File: src/rtl/pt_walk_pkg.sv
`timescale 1ns/1ps
package pt_walk_pkg;
  localparam int unsigned ADDR_W = 32;
  localparam int unsigned OFF_W  = 12;
  localparam int unsigned IDX_W  = 10;
  localparam int unsigned ENT_SH = 2;
  localparam int unsigned FRM_W  = ADDR_W - OFF_W;

  // status bit positions inside an entry
  localparam int unsigned PTE_V = 0;
  localparam int unsigned PTE_A = 5;
  localparam int unsigned PTE_D = 6;

  typedef enum logic [2:0] {
    WS_IDLE,
    WS_DIR_REQ,
    WS_DIR_WAIT,
    WS_TBL_REQ,
    WS_TBL_WAIT,
    WS_WB_REQ,
    WS_RESP
  } walk_state_e;
endpackage

File: src/rtl/pt_walk_addr.sv
`timescale 1ns/1ps
module pt_walk_addr #(
  parameter int unsigned ADDR_W = 32,
  parameter int unsigned OFF_W  = 12,
  parameter int unsigned IDX_W  = 10,
  parameter int unsigned ENT_SH = 2
) (
  input  logic [ADDR_W-1:0] vaddr,
  input  logic [ADDR_W-1:0] base,
  input  logic [ADDR_W-1:0] dir_entry,
  output logic [ADDR_W-1:0] dir_addr,
  output logic [ADDR_W-1:0] tbl_addr
);
  localparam int unsigned PAD_W = ADDR_W - IDX_W - ENT_SH;

  logic [IDX_W-1:0]  dir_idx;
  logic [IDX_W-1:0]  tbl_idx;
  logic [ADDR_W-1:0] dir_ofs;
  logic [ADDR_W-1:0] tbl_ofs;
  logic [ADDR_W-1:0] tbl_base;

  assign dir_idx  = vaddr[ADDR_W-1 -: IDX_W];
  assign tbl_idx  = vaddr[OFF_W +: IDX_W];
  assign dir_ofs  = {{PAD_W{1'b0}}, dir_idx, {ENT_SH{1'b0}}};
  assign tbl_ofs  = {{PAD_W{1'b0}}, tbl_idx, {ENT_SH{1'b0}}};
  assign tbl_base = {dir_entry[ADDR_W-1:OFF_W], {OFF_W{1'b0}}};

  assign dir_addr = base + dir_ofs;
  assign tbl_addr = tbl_base + tbl_ofs;
endmodule

File: src/rtl/pt_entry_eval.sv
`timescale 1ns/1ps
module pt_entry_eval
  import pt_walk_pkg::*;
#(
  parameter int unsigned ENT_W = 32
) (
  input  logic [ENT_W-1:0] entry,
  input  logic             is_write,
  output logic             valid,
  output logic [ENT_W-1:0] upd_entry,
  output logic             needs_wb
);
  logic [ENT_W-1:0] set_mask;

  always_comb begin
    set_mask        = '0;
    set_mask[PTE_A] = 1'b1;
    set_mask[PTE_D] = is_write;
  end

  assign valid     = entry[PTE_V];
  assign upd_entry = entry | set_mask;
  assign needs_wb  = valid && (upd_entry != entry);
endmodule

File: src/rtl/pt_walker.sv
`timescale 1ns/1ps
module pt_walker
  import pt_walk_pkg::*;
(
  input  logic              clk,
  input  logic              rst_n,
  input  logic              req_valid,
  output logic              req_ready,
  input  logic [ADDR_W-1:0] req_vaddr,
  input  logic              req_write,
  input  logic [ADDR_W-1:0] dir_base,
  output logic              rsp_valid,
  output logic              rsp_fault,
  output logic              rsp_fault_level,
  output logic [FRM_W-1:0]  rsp_frame,
  output logic [OFF_W-1:0]  rsp_flags,
  output logic              mem_valid,
  input  logic              mem_ready,
  output logic              mem_we,
  output logic [ADDR_W-1:0] mem_addr,
  output logic [ADDR_W-1:0] mem_wdata,
  input  logic              mem_rvalid,
  input  logic [ADDR_W-1:0] mem_rdata
);
  walk_state_e       state_q, state_d;
  logic [ADDR_W-1:0] vaddr_q, base_q, dent_q, tent_q, tent_d;
  logic              wr_q, fault_q, lvl_q;
  logic              load_req, load_dent, load_tent;
  logic              set_fault, set_lvl;
  logic [ADDR_W-1:0] dir_addr, tbl_addr;
  logic              ent_valid, ent_wb;
  logic [ADDR_W-1:0] ent_upd;
  logic [ADDR_W-1:0] rsp_src;

  pt_walk_addr #(
    .ADDR_W(ADDR_W), .OFF_W(OFF_W), .IDX_W(IDX_W), .ENT_SH(ENT_SH)
  ) u_addr (
    .vaddr    (vaddr_q),
    .base     (base_q),
    .dir_entry(dent_q),
    .dir_addr (dir_addr),
    .tbl_addr (tbl_addr)
  );

  pt_entry_eval #(.ENT_W(ADDR_W)) u_eval (
    .entry    (mem_rdata),
    .is_write (wr_q),
    .valid    (ent_valid),
    .upd_entry(ent_upd),
    .needs_wb (ent_wb)
  );

  // next-state logic
  always_comb begin
    state_d   = state_q;
    load_req  = 1'b0;
    load_dent = 1'b0;
    load_tent = 1'b0;
    set_fault = 1'b0;
    set_lvl   = 1'b0;
    tent_d    = ent_valid ? ent_upd : mem_rdata;
    unique case (state_q)
      WS_IDLE: if (req_valid) begin
        load_req = 1'b1;
        state_d  = WS_DIR_REQ;
      end
      WS_DIR_REQ:  if (mem_ready) state_d = WS_DIR_WAIT;
      WS_DIR_WAIT: if (mem_rvalid) begin
        load_dent = 1'b1;
        if (ent_valid) begin
          state_d = WS_TBL_REQ;
        end else begin
          set_fault = 1'b1;
          state_d   = WS_RESP;
        end
      end
      WS_TBL_REQ:  if (mem_ready) state_d = WS_TBL_WAIT;
      WS_TBL_WAIT: if (mem_rvalid) begin
        load_tent = 1'b1;
        if (!ent_valid) begin
          set_fault = 1'b1;
          set_lvl   = 1'b1;
          state_d   = WS_RESP;
        end else if (ent_wb) begin
          state_d = WS_WB_REQ;
        end else begin
          state_d = WS_RESP;
        end
      end
      WS_WB_REQ: if (mem_ready) state_d = WS_RESP;
      WS_RESP:   state_d = WS_IDLE;
      default:   state_d = WS_IDLE;
    endcase
  end

  // registers
  always_ff @(posedge clk or negedge rst_n) begin
    if (!rst_n) begin
      state_q <= WS_IDLE;
      vaddr_q <= '0;
      base_q  <= '0;
      wr_q    <= 1'b0;
      dent_q  <= '0;
      tent_q  <= '0;
      fault_q <= 1'b0;
      lvl_q   <= 1'b0;
    end else begin
      state_q <= state_d;
      if (load_req) begin
        vaddr_q <= req_vaddr;
        base_q  <= dir_base;
        wr_q    <= req_write;
        fault_q <= 1'b0;
        lvl_q   <= 1'b0;
      end
      if (load_dent) dent_q  <= mem_rdata;
      if (load_tent) tent_q  <= tent_d;
      if (set_fault) fault_q <= 1'b1;
      if (set_lvl)   lvl_q   <= 1'b1;
    end
  end

  // outputs
  assign req_ready = (state_q == WS_IDLE);
  assign mem_valid = (state_q == WS_DIR_REQ) || (state_q == WS_TBL_REQ) ||
                     (state_q == WS_WB_REQ);
  assign mem_we    = (state_q == WS_WB_REQ);
  assign mem_addr  = (state_q == WS_DIR_REQ) ? dir_addr : tbl_addr;
  assign mem_wdata = tent_q;

  assign rsp_src         = (fault_q && !lvl_q) ? dent_q : tent_q;
  assign rsp_valid       = (state_q == WS_RESP);
  assign rsp_fault       = fault_q;
  assign rsp_fault_level = lvl_q;
  assign rsp_frame       = rsp_src[ADDR_W-1:OFF_W];
  assign rsp_flags       = rsp_src[OFF_W-1:0];

  // assertions
  AST_MEM_HOLD: assert property (@(posedge clk) disable iff (!rst_n)
    mem_valid && !mem_ready |=> mem_valid && $stable(mem_addr) && $stable(mem_we));
  AST_RSP_PULSE: assert property (@(posedge clk) disable iff (!rst_n)
    rsp_valid |=> !rsp_valid && req_ready);
  AST_OK_ACCESSED: assert property (@(posedge clk) disable iff (!rst_n)
    rsp_valid && !rsp_fault |-> rsp_flags[PTE_A] && rsp_flags[PTE_V]);
  AST_WRITE_DIRTY: assert property (@(posedge clk) disable iff (!rst_n)
    rsp_valid && !rsp_fault && wr_q |-> rsp_flags[PTE_D]);
  AST_FAULT_INVALID: assert property (@(posedge clk) disable iff (!rst_n)
    rsp_valid && rsp_fault |-> !rsp_flags[PTE_V]);
  AST_WB_MARKED: assert property (@(posedge clk) disable iff (!rst_n)
    mem_valid && mem_we |-> mem_wdata[PTE_A] && mem_wdata[PTE_V]);
endmodule

File: config.mk
export PLATFORM = sky130hd
export DESIGN_NAME = pt_walker
export DESIGN_NICKNAME = d
export VERILOG_FILES = /design/src/rtl/pt_walk_pkg.sv /design/src/rtl/pt_walk_addr.sv /design/src/rtl/pt_entry_eval.sv /design/src/rtl/pt_walker.sv
export SDC_FILE = /design/constraint.sdc
export NUM_CORES = 1
export LEC_CHECK = 0
export ABC_CLOCK_PERIOD_IN_PS = 3200
export BUFFER_PORTS_ARGS = -buffer_cell sky130_fd_sc_hd__buf_2
export CORE_UTILIZATION = 51
export CTS_CLUSTER_SIZE = 16
export DETAILED_ROUTE_END_ITERATION = 10
export PLACE_DENSITY_LB_ADDON = 0.15
export SLEW_MARGIN = 10
export SYNTH_ARGS = -nofsm -noshare
export SYNTH_HDL_FRONTEND = slang
export SYNTH_SLANG_ARGS = --single-unit
File: constraint.sdc
create_clock -name clk -period 3.2 [get_ports clk]
set_clock_uncertainty 0.05 [all_clocks]
set_input_delay 0.48 -clock clk [delete_from_list [all_inputs] [get_ports clk]]
set_output_delay 0.48 -clock clk [all_outputs]
set_load 0.05 [all_outputs]
# [Word level (Yosys, flattened, before mapping)]
# Index checks and enable logic that the tools add are counted.
[word_totals] reg_bits=134 input_bits=102 output_inout_bits=102 elab_cells=59
[op_classes] n_addsub=2 n_eq_ne=13 mux=25 bitwise_logic=1 n_reduce_logical=10
[ops] op="2-to-1 mux 32 bit" n=3
[ops] op="adder 32 x 12 -> 32 bit" n=2
[ops] op="inequality test 32 bit" n=1
[ops] op="OR 32 x 7 -> 32 bit" n=1
[ops] op="2-to-1 mux 3 bit" n=7
[ops] op="one-hot mux 3 bit (6 select lines)" n=1
[ops] op="2-to-1 mux 1 bit" n=12
[ops] op="inequality test 2 bit, second input constant" n=6
[ops] op="equality test 3 bit, second input constant" n=3
[ops] op="equality test 3 x 2 -> 1 bit, second input constant" n=2
[ops] op="AND reduction 6 bit" n=1
[ops] op="2-to-1 mux 2 bit" n=2
[ops] op="nonzero test 2 bit" n=2
[ops] op="equality test 3 x 1 -> 1 bit, second input constant" n=1
[ops] op="zero test 3 bit" n=1
[ops] op="logical AND 1 bit" n=2
[ops] op="logical OR 1 bit" n=2
[ops] op="OR reduction 2 bit" n=1
[ops] op="zero test 1 bit" n=1

# [Depth between registers and ports, before layout]
# Gate-level depths: netlist of run 1.
[depth] ltp_word=7 depth_mapped=9 depth_no_buf=8

# [By module]
# A second synthesis of run 1 with hierarchy kept.
[unflattened] cells_unflattened=647 hier_area_um2=7568.5
[modules_own_cells] module="pt_walker" n_inst=1 cells_each=457 area_each_um2=6180.9 seq_area_each_um2=3353.2
[modules_own_cells] module="pt_walk_addr" n_inst=1 cells_each=154 area_each_um2=1123.6 seq_area_each_um2=0.0
[modules_own_cells] module="pt_entry_eval" n_inst=1 cells_each=36 area_each_um2=264.0 seq_area_each_um2=0.0

# [Worst setup path after synthesis of run 1]
# OpenSTA, ideal clock, no wires.
[synth_path] path_kind="reg2out" from="register base_q[2]" to="output mem_addr[10]" arrival_ns=3.049 required_ns=2.670 setup_slack_ns=-0.379 path_stages_with_launch=9 n_path_buf=0 cell_sequence="dfrtp_1 ha_1 fa_1 a21o_1 a31o_2 a211o_1 a31oi_1 xor2_1 o21ai_0"
[synth_between] elab_chain_len=2
[synth_rtl] item="start, declared" line="pt_walker.sv:26" source="logic [ADDR_W-1:0] vaddr_q, base_q, dent_q, tent_q, tent_d;"
[synth_rtl] item="start signal, assigned" line="pt_walker.sv:111" source="base_q <= dir_base;"
[synth_rtl] item="adder 32 x 12 -> 32 bit" line="pt_walk_addr.sv:28" source="assign dir_addr = base + dir_ofs;"
[synth_rtl] item="2-to-1 mux 32 bit" line="pt_walker.sv:128" source="assign mem_addr = (state_q == WS_DIR_REQ) ? dir_addr : tbl_addr;"
[synth_rtl] item="end, declared" line="pt_walker.sv:20" source="output logic [ADDR_W-1:0] mem_addr,"
# Every way passes these cells.

# [Worst setup path in the final report of run 1]
[layout_path] from="register vaddr_q[22]" to="output mem_addr[10]"
[layout_between] elab_chain_len=2
[layout_rtl] item="start, declared" line="pt_walker.sv:26"
[layout_rtl] item="start signal, assigned" line="pt_walker.sv:110" source="vaddr_q <= req_vaddr;"
[layout_rtl] item="adder 32 x 12 -> 32 bit" line="pt_walk_addr.sv:28"
[layout_rtl] item="2-to-1 mux 32 bit" line="pt_walker.sv:128"
# Every way passes these cells.

==> out/metrics.csv, run 1 <==
stage;metric;value;unit
detailed_routing;post_drt_via_cell_ratio;5.41;
cts;path_clk_slew;0.05;ns
run_status;status;complete, but fails checks;
worst_setup_path;worstPathArrival;2.84;ns
die;rows;40;
cts;cts-root-buf;clkbuf_16;
sta;setup_viol_count_final;7;
cts;clock-sinks;122;
die;initial_core_util;52.4;%
detailed_routing;top_layer_used;met4;
worst_setup_path;r2r_end;mem_wdata[16];
cts;ctsHtreeMaxLevel;4;
synthesis;synth_cells;540;
grt;grt_usage;25.1;%
grt;gr-total-overflow;0;
detailed_routing;antenna_left;0;
final_layout;fin_nets;863;
synthesis;yosysMostFrequentCell;mux2_2;
worst_setup_path;rrSetupSlack;1.12;ns
grt;grt_max_degree;67;
detailed_routing;drt-pass1-iter-count;4;
grt;grt_pass1_vias;4951;
final_layout;areaGrowthSynthToFinish;34.8;%
placed_design;port_buffers;191;
cts;numCtsBuffers;17;
synthesis;synth_area_leaders;dfrtp_1 (48%), mux2_2 (25%), nand2_1 (3.2%);
worst_setup_path;crit_type;flip-flop to primary output;
synthesis;synth_warnings;0;
sta;fmax;0.297;GHz
sta;rsz0062_at_grt;true;
synthesis;netlist.top_cell.by_area;dfrtp_1;
sta;worstMarginPinSlew;0.742;ns
final_layout;seqCellArea;3050;µm²
sta;maxSlewViolCount;0;
die;die_y;113;µm
die;die_w;113;µm
worst_setup_path;reg2reg_depth;5;
cts;clock_latency;0.41;ns
cts;cts_buffer_depth;2;
detailed_routing;routedWlPerCell;16.8;µm
synthesis;syn_area;6320;µm²
sta;postLayoutSetupSlackWorst;-0.168;ns
hold_path;hp-class;input pin to asynchronous set/reset pin;
worst_setup_path;crit_start;vaddr_q[22];
grt;antenna_found_initial;0;
die;dieArea;12900;µm²
detailed_routing;dr_total_vias;5032;
placed_design;gp_congestion;0.867;
final_layout;antenna_cells;0;
synthesis;synth-edff-count;0;
sta;slew_headroom;50.5;%
detailed_routing;drt_iter0_drc;254;
final_layout;multiInputGateArea;3360;µm²
final_layout;utilization;70.7;%
detailed_routing;routed_wl;15600;µm
worst_setup_path;r2r_start;state_q[0];
run_status;violations;setup timing;
synthesis;synthTopCellsByCount;mux2_2 (143), dfrtp_1 (122), nand2_1 (54), o21ai_0 (30), a21oi_1 (21);
final_layout;drive_gt1_share;57.9;%
grt;grt_pass1_wl;24700;µm
synthesis;ys_types;54;
synthesis;synth_flop_cell;dfrtp_1;
final_layout;fill_cells;867;
cts;cts_tree;done;
placed_design;dp_hpwl;11000;µm
cts;cts_hold_buffers;0;
sta;hold_viol;0;
run;drv_cap;0;
sta;whs;0.0696;ns
synthesis;synth.top_cell.area_share;48.3;%
synthesis;postSynthAreaPerCell;11.7;µm²
worst_setup_path;worst_ep_required_time;2.67;ns
synthesis;ys_async_sr_fraction;100;%
worst_setup_path;start_kind;flip-flop;
worst_setup_path;crit_fanout;3;
synthesis;ys_seq_area_share;48.3;%
die;core;12100;µm²
synthesis;synth.net_count;653;
die;ios;204;
worst_setup_path;cp-endpoint;mem_addr[10];
detailed_routing;met1_length;6650;µm
detailed_routing;met2_length;7850;µm
sta;fin_crit;3.37;ns
synthesis;synth_seq_cells;122;
detailed_routing;met3WireLength;871;µm
worst_setup_path;end_kind;primary output;
detailed_routing;drc;0;
sta;fin_crit_sh;105;%
==> worst min-delay path by stage <==
| stage | startpoint | endpoint | slack, ns | cells after the start |
|---|---|---|---|---|
| floorplan | rst_n | base_q[0] | 0.13 | 0 |
| global placement | dent_q[2] | dent_q[2] | 0.43 | 1 |
| detailed placement | vaddr_q[13] | vaddr_q[13] | 0.45 | 1 |
| CTS | rst_n | vaddr_q[22] | 0.1 | 1 |
| global route | rst_n | vaddr_q[22] | 0.12 | 1 |
| finish | rst_n | vaddr_q[22] | 0.07 | 1 |
==> state kept, by name (all words and copies together) (netlist names) <==
| signal | cells |
|---|---|
| base_q | 32 |
| dent_q | 32 |
| mem_wdata | 32 |
| vaddr_q | 20 |
| state_q | 3 |
| rsp_fault | 1 |
| rsp_fault_level | 1 |
| wr_q | 1 |
==> logic make-up after synthesis <==
kind of cell / after synthesis / share of synthesized area (%)
adder cells (fa/ha/maj): 11 / 2.29
XOR/XNOR: 23 / 3.18
buffers and inverters: 37 / 3.30
AND/OR/NAND/NOR: 115 / 8.61
multiplexers: 143 / 25.5
AO/OA/AOI/OAI: 89 / 8.88
flip-flops: 122 / 48.3
==> per-layer routing <==
layer	up-vias	track usage, %
li1	2372	-
met1	2469	31.3
met2	165	42.7
met3	26	5.68
met4	0	9.12
met5	-	0
==> through the flow <==
step,std cells,instance area [µm²],TNS (ns),worst slack [ns]
after floorplan,540,6320,-0.00239,-0.00239
after global placement,883,7460,0,0.0371
after detailed placement,883,7460,0,0.0470
after CTS,917,8260,-1.10,-0.157
after global routing,930,8530,-1.92,-0.263
final,930,8530,-0.672,-0.168
==> critical path, cell delays in order (launching register included) <==
cell and delay [ns]:
dfrtp_1 0.41, ha_4 0.18, fa_2 0.35, a21o_1 0.20, a31o_2 0.23, a211o_1 0.31, a31oi_1 0.25, xor2_1 0.12
o21ai_1 0.18, buf_6 0.19
==> layout by cell type, fill, tap and decap left out, drive strengths merged, types with 6 or more instances in the layout <==
cell    instances
buf           217
mux2          143
dfrtp         122
nand2          54
o21ai          36
clkbuf         26
a21oi          22
nor2           19
xnor2          19
nand3          11
ha             10
inv             9
and3            7
nand4           6
==> final cells by class <==
class / instances / share of cell area (%)
Multi-Input combinational cell: 381 / 39.4
Tap cell: 168 / 2.47
Inverter: 9 / 0.396
Sequential cell: 122 / 35.8
Clock buffer: 24 / 5.88
Timing Repair Buffer: 219 / 15.3
Clock inverter: 7 / 0.763
==> what timing repair did <==
item	4_1_cts	5_1_grt
pin swaps	9	20
gates cloned	0	0
resized for setup	51	31
endpoints found under the setup margin	20	23
setup buffers	3	13
Power of run 1 is left out: the tool's default activity adds up to more than one toggle a clock period on the data nets, which glitch-free logic cannot reach.
==> run 2: changes to the inputs <==
- BUFFER_PORTS_ARGS: -buffer_cell sky130_fd_sc_hd__buf_2 -> not set
- CORE_UTILIZATION: 51 -> 55
- DONT_BUFFER_PORTS: not set -> 1
==> run 2 against run 1 <==
Net effect:
- the run ends with hold timing, setup timing left
- hold slack got worse by 0.36 ns
- via count down 13%
- setup slack better by 0.050 ns
- global-route usage grew 0.77 points
- highest routed layer is now met5
==> out/metrics.csv, run 2 (same netlist as run 1, synthesis figures left out) <==
stage;metric;value;unit
run_status;status;complete, but fails checks;
run_status;violations;hold timing, setup timing;
final_layout;fin_nets;689;
final_layout;fill_cells;826;
grt;grt_max_degree;123;
worst_setup_path;start_kind;flip-flop;
cts;clock_latency;0.41;ns
sta;worstMarginPinSlew;0.920;ns
cts;cts-root-buf;clkbuf_16;
detailed_routing;drt-pass1-iter-count;4;
hold_path;hp-class;input pin to asynchronous set/reset pin;
final_layout;final_common_cell;mux2_2;
worst_setup_path;cp_slowest_stage_delay;0.46;ns
die;die_w;109;µm
sta;slew_headroom;38.4;%
final_layout;multiInputGateArea;3370;µm²
final_layout;seqCellArea;3050;µm²
final_layout;areaGrowthSynthToFinish;20.3;%
grt;gr-total-overflow;0;
sta;fin_crit;3.32;ns
detailed_routing;antenna_left;0;
sta;rsz0062_at_grt;true;
grt;antenna_found_initial;2;
worst_setup_path;crit_type;flip-flop to primary output;
cts;ctsHtreeMaxLevel;4;
placed_design;dpl_cell_area;6630;µm²
detailed_routing;routed_wl;15200;µm
grt;grt_pass1_wl;22900;µm
cts;cts_tree;done;
worst_setup_path;crit_fanout;7;
sta;whs;-0.286;ns
final_layout;utilization;69.0;%
sta;fin_crit_sh;104;%
detailed_routing;drt_iter0_drc;259;
die;rows;38;
grt;grt_pass1_vias;4494;
worst_setup_path;worst_ep_required_time;2.67;ns
final_layout;final_area;7610;µm²
final_layout;drive_gt1_share;45.1;%
worst_setup_path;worstPathArrival;2.79;ns
worst_setup_path;cpMaxStageDelayCell;or3_4;
detailed_routing;routedWlPerCell;20.9;µm
run;drv_cap;0;
worst_setup_path;end_kind;primary output;
sta;setup_viol_count_final;10;
detailed_routing;drc;0;
worst_setup_path;crit_family;compound AO/OA/AOI/OAI gates;
die;core;11000;µm²
worst_setup_path;crit_chain;ha_4 > fa_2 > a21o_1 > a311oi_2 > or3_4 > a2111oi_4 > xnor2_1 > o21ai_1 > buf_6;
die;initial_core_util;57.3;%
die;die_y;109;µm
die;ios;204;
sta;hold_viol;122;
die;dieArea;11900;µm²
cts;clock-sinks;122;
worst_setup_path;cp.buffers_inverters;1;
final_layout;mostFrequentLayoutCells;mux2_2 (143), dfrtp_1 (121), nand2_1 (53), buf_4 (31), o21ai_1 (25);
sta;maxSlewViolCount;0;
detailed_routing;dr_total_vias;4401;
sta;postLayoutSetupSlackWorst;-0.118;ns
detailed_routing;post_drt_via_cell_ratio;6.05;
placed_design;port_buffers;0;
sta;fmax;0.301;GHz
cts;numCtsBuffers;17;
placed_design;gp_congestion;0.870;
cts;cts_buffer_depth;2;
placed_design;dp_hpwl;10500;µm
cts;path_clk_slew;0.05;ns
grt;grt_usage;25.9;%
[run 2: metrics by stage]
step                worst slack, ns  cells  TNS (ns)
floorplan                  -0.00239    540  -0.00239
global placement             0.0539    688         0
detailed placement           0.0414    688         0
CTS                          -0.108    721    -0.914
global route                 -0.249    727     -2.43
finish                       -0.118    728    -0.933
[run 2: path summary, 6_finish.rpt]
| check | endpoint | cells past startpoint | slack (ns) | start |
|---|---|---|---|---|
| min in group clk | state_q[0] | 1 | 0.13 | mem_ready |
| hold reg to reg | base_q[0] | 1 | 0.45 | base_q[0] |
| setup reg to reg | mem_wdata[9] | 5 | 0.99 | state_q[0] |
| max in group asynchronous | dent_q[13] | 0 | 3.25 | rst_n |
| hold / removal | vaddr_q[13] | 0 | -0.29 | rst_n |
| setup / recovery | mem_addr[26] | 9 | -0.12 | vaddr_q[22] |
[run 2: layer usage]
metal  vias up  share of wire (%)  global-route usage, %
met2       170                 50                   41.7
met1      2201                 41                   31.7
met3        18                8.0                   9.98
met4         2                1.2                   8.76
li1       2010                  -                      -
met5         -              0.085                      0
[run 2: timing repair]
| item | in CTS | in global routing |
|---|---|---|
| hold endpoints to repair | 122 | 122 |
| setup endpoints to repair | 21 | 23 |
| pin swaps | 11 | 16 |
| setup buffers | 3 | 6 |
| resized for setup | 33 | 30 |
[run 2: final cells by class]
cell class                      count  share of cell area [%]
Multi-Input combinational cell    381                    44.3
Sequential cell                   122                    40.2
Clock buffer                       21                    6.05
Timing Repair Buffer               45                    5.13
Tap cell                          140                    2.30
Clock inverter                      9                    1.61
Inverter                            9                   0.444
Antenna cell                        1                  0.0329
Power of run 2 is left out for the same reason.
==> run 3: changes to the inputs <==
- CTS_BUF_LIST: not set -> sky130_fd_sc_hd__clkbuf_4 sky130_fd_sc_hd__clkbuf_8
==> run 3 against run 2 <==
Net effect:
- the run still ends with hold timing, setup timing left
- utilization shrank 1.8 points
- design area fell by 2.6%
- hold slack worse by 0.030 ns
- die area did not move
- flip-flop and latch count did not move
- sequential share of layout area increased by 1.0 points
- final cell count fell by 0.14%
- fmax is 0.67% lower
- first-iteration DRC count shrank 11%
- register-to-register slack hardly changed
- critical path depth fell by 1
- highest routed layer unchanged
==> out/metrics.csv, run 3 (same netlist as run 1, synthesis figures left out) <==
stage;metric;value;unit
run_status;status;complete, but fails checks;
run_status;violations;hold timing, setup timing;
final_layout;fin_nets;689;
worst_setup_path;crit_type;flip-flop to primary output;
final_layout;areaGrowthSynthToFinish;17.2;%
cts;cts_buffer_depth;2;
detailed_routing;post_drt_via_cell_ratio;5.97;
die;die_w;109;µm
final_layout;mostFrequentLayoutCells;mux2_2 (143), dfrtp_1 (122), nand2_1 (53), buf_4 (29), o21ai_1 (24);
detailed_routing;routedWlPerCell;20.5;µm
detailed_routing;met3WireLength;1170;µm
grt;antenna_found_initial;1;
run;drv_cap;0;
detailed_routing;top_layer_used;met5;
sta;rsz0062_at_grt;true;
placed_design;port_buffers;0;
placed_design;dpl_cell_area;6630;µm²
die;initial_core_util;57.3;%
detailed_routing;drt_iter0_drc;230;
sta;fin_crit;3.34;ns
worst_setup_path;crit_start;vaddr_q[22];
sta;fin_crit_sh;104;%
detailed_routing;met1_length;6180;µm
detailed_routing;routed_wl;14900;µm
die;dieArea;11900;µm²
cts;clock_latency;0.43;ns
sta;maxSlewViolCount;0;
cts;path_clk_slew;0.07;ns
detailed_routing;met2_length;7230;µm
grt;gr-total-overflow;0;
sta;postLayoutSetupSlackWorst;-0.140;ns
sta;fmax;0.299;GHz
placed_design;dp_hpwl;10500;µm
sta;slew_headroom;37.9;%
sta;whs;-0.316;ns
final_layout;drive_gt1_share;45.8;%
worst_setup_path;r2r_start;state_q[0];
die;ios;204;
die;die_y;109;µm
cts;ctsHtreeMaxLevel;4;
detailed_routing;drc;0;
detailed_routing;dr_total_vias;4342;
worst_setup_path;worst_ep_required_time;2.67;ns
worst_setup_path;crit_fanout;7;
sta;setup_viol_count_final;10;
grt;grt_pass1_wl;22800;µm
sta;worstMarginPinSlew;0.928;ns
hold_path;hp-class;input pin to asynchronous set/reset pin;
worst_setup_path;start_kind;flip-flop;
detailed_routing;antenna_left;0;
die;rows;38;
grt;grt_usage;25.5;%
cts;cts_tree;done;
die;core;11000;µm²
cts;clock-sinks;122;
detailed_routing;drt-pass1-iter-count;4;
cts;cts-root-buf;clkbuf_8;
final_layout;final_area;7410;µm²
cts;numCtsBuffers;17;
sta;hold_viol;122;
grt;grt_max_degree;123;
grt;grt_pass1_vias;4539;
worst_setup_path;end_kind;primary output;
final_layout;final_common_cell;mux2_2;
final_layout;antenna_cells;0;
worst_setup_path;worstPathArrival;2.81;ns
placed_design;gp_congestion;0.870;
run 3: cell types whose count changed in the layout (fill, tap and decap cells not counted), sizes merged:
| cell | previous run | this run |
|---|---|---|
| diode | 1 | 0 |
run 3: area by class of cell:
class / count / area, µm²
Multi-Input combinational cell: 381 / 3350
Timing Repair Buffer: 45 / 398
Fill cell: 858 / 3620
Sequential cell: 122 / 3050
Clock inverter: 9 / 123
Inverter: 9 / 33.8
Tap cell: 140 / 175
Clock buffer: 21 / 277
run 3: stage by stage:
step	cells	setup TNS (ns)	setup WS, ns	util, %
6_report	727	-1.17	-0.140	67.2
5_1_grt	727	-2.74	-0.271	67.2
4_1_cts	725	-1.27	-0.143	65.8
3_5_place_dp	688	0	0.0414	60.1
3_3_place_gp	688	0	0.0539	60.1
2_1_floorplan	540	-0.00239	-0.00239	-
run 3: repair_timing:
| item | CTS | global route |
|---|---|---|
| endpoints found under the hold margin | 122 | 122 |
| gates resized for setup | 37 | 24 |
| setup buffers | 7 | 2 |
| endpoints found under the setup margin | 22 | 22 |
| pin swaps | 14 | 10 |
run 3: path summary, 6_finish.rpt:
kind / end / slack [ns] / cells after the start
max in group asynchronous: dent_q[15] / 3.25 / 0
max: mem_addr[18] / -0.14 / 8
min reg2reg: base_q[0] / 0.45 / 1
min: vaddr_q[13] / -0.32 / 0
min in group clk: state_q[0] / 0.10 / 1
max reg2reg: mem_wdata[14] / 0.98 / 5
run 3: critical path, stage by stage, from the launching register on:
cell	delay, ns
dfrtp_1	0.39
ha_2	0.21
fa_2	0.38
a21o_1	0.22
a311oi_2	0.30
or3_4	0.24
a21oi_2	0.11
and3_1	0.19
a211o_4	0.35
run 3: routing by layer:
layer | track usage (%) | up-vias
met3 | 8.49 | 24
met4 | 10.0 | 2
met1 | 31.2 | 2148
li1 | - | 2011
met2 | 41.5 | 157
met5 | 0 | -
Power of run 3 is left out for the same reason.
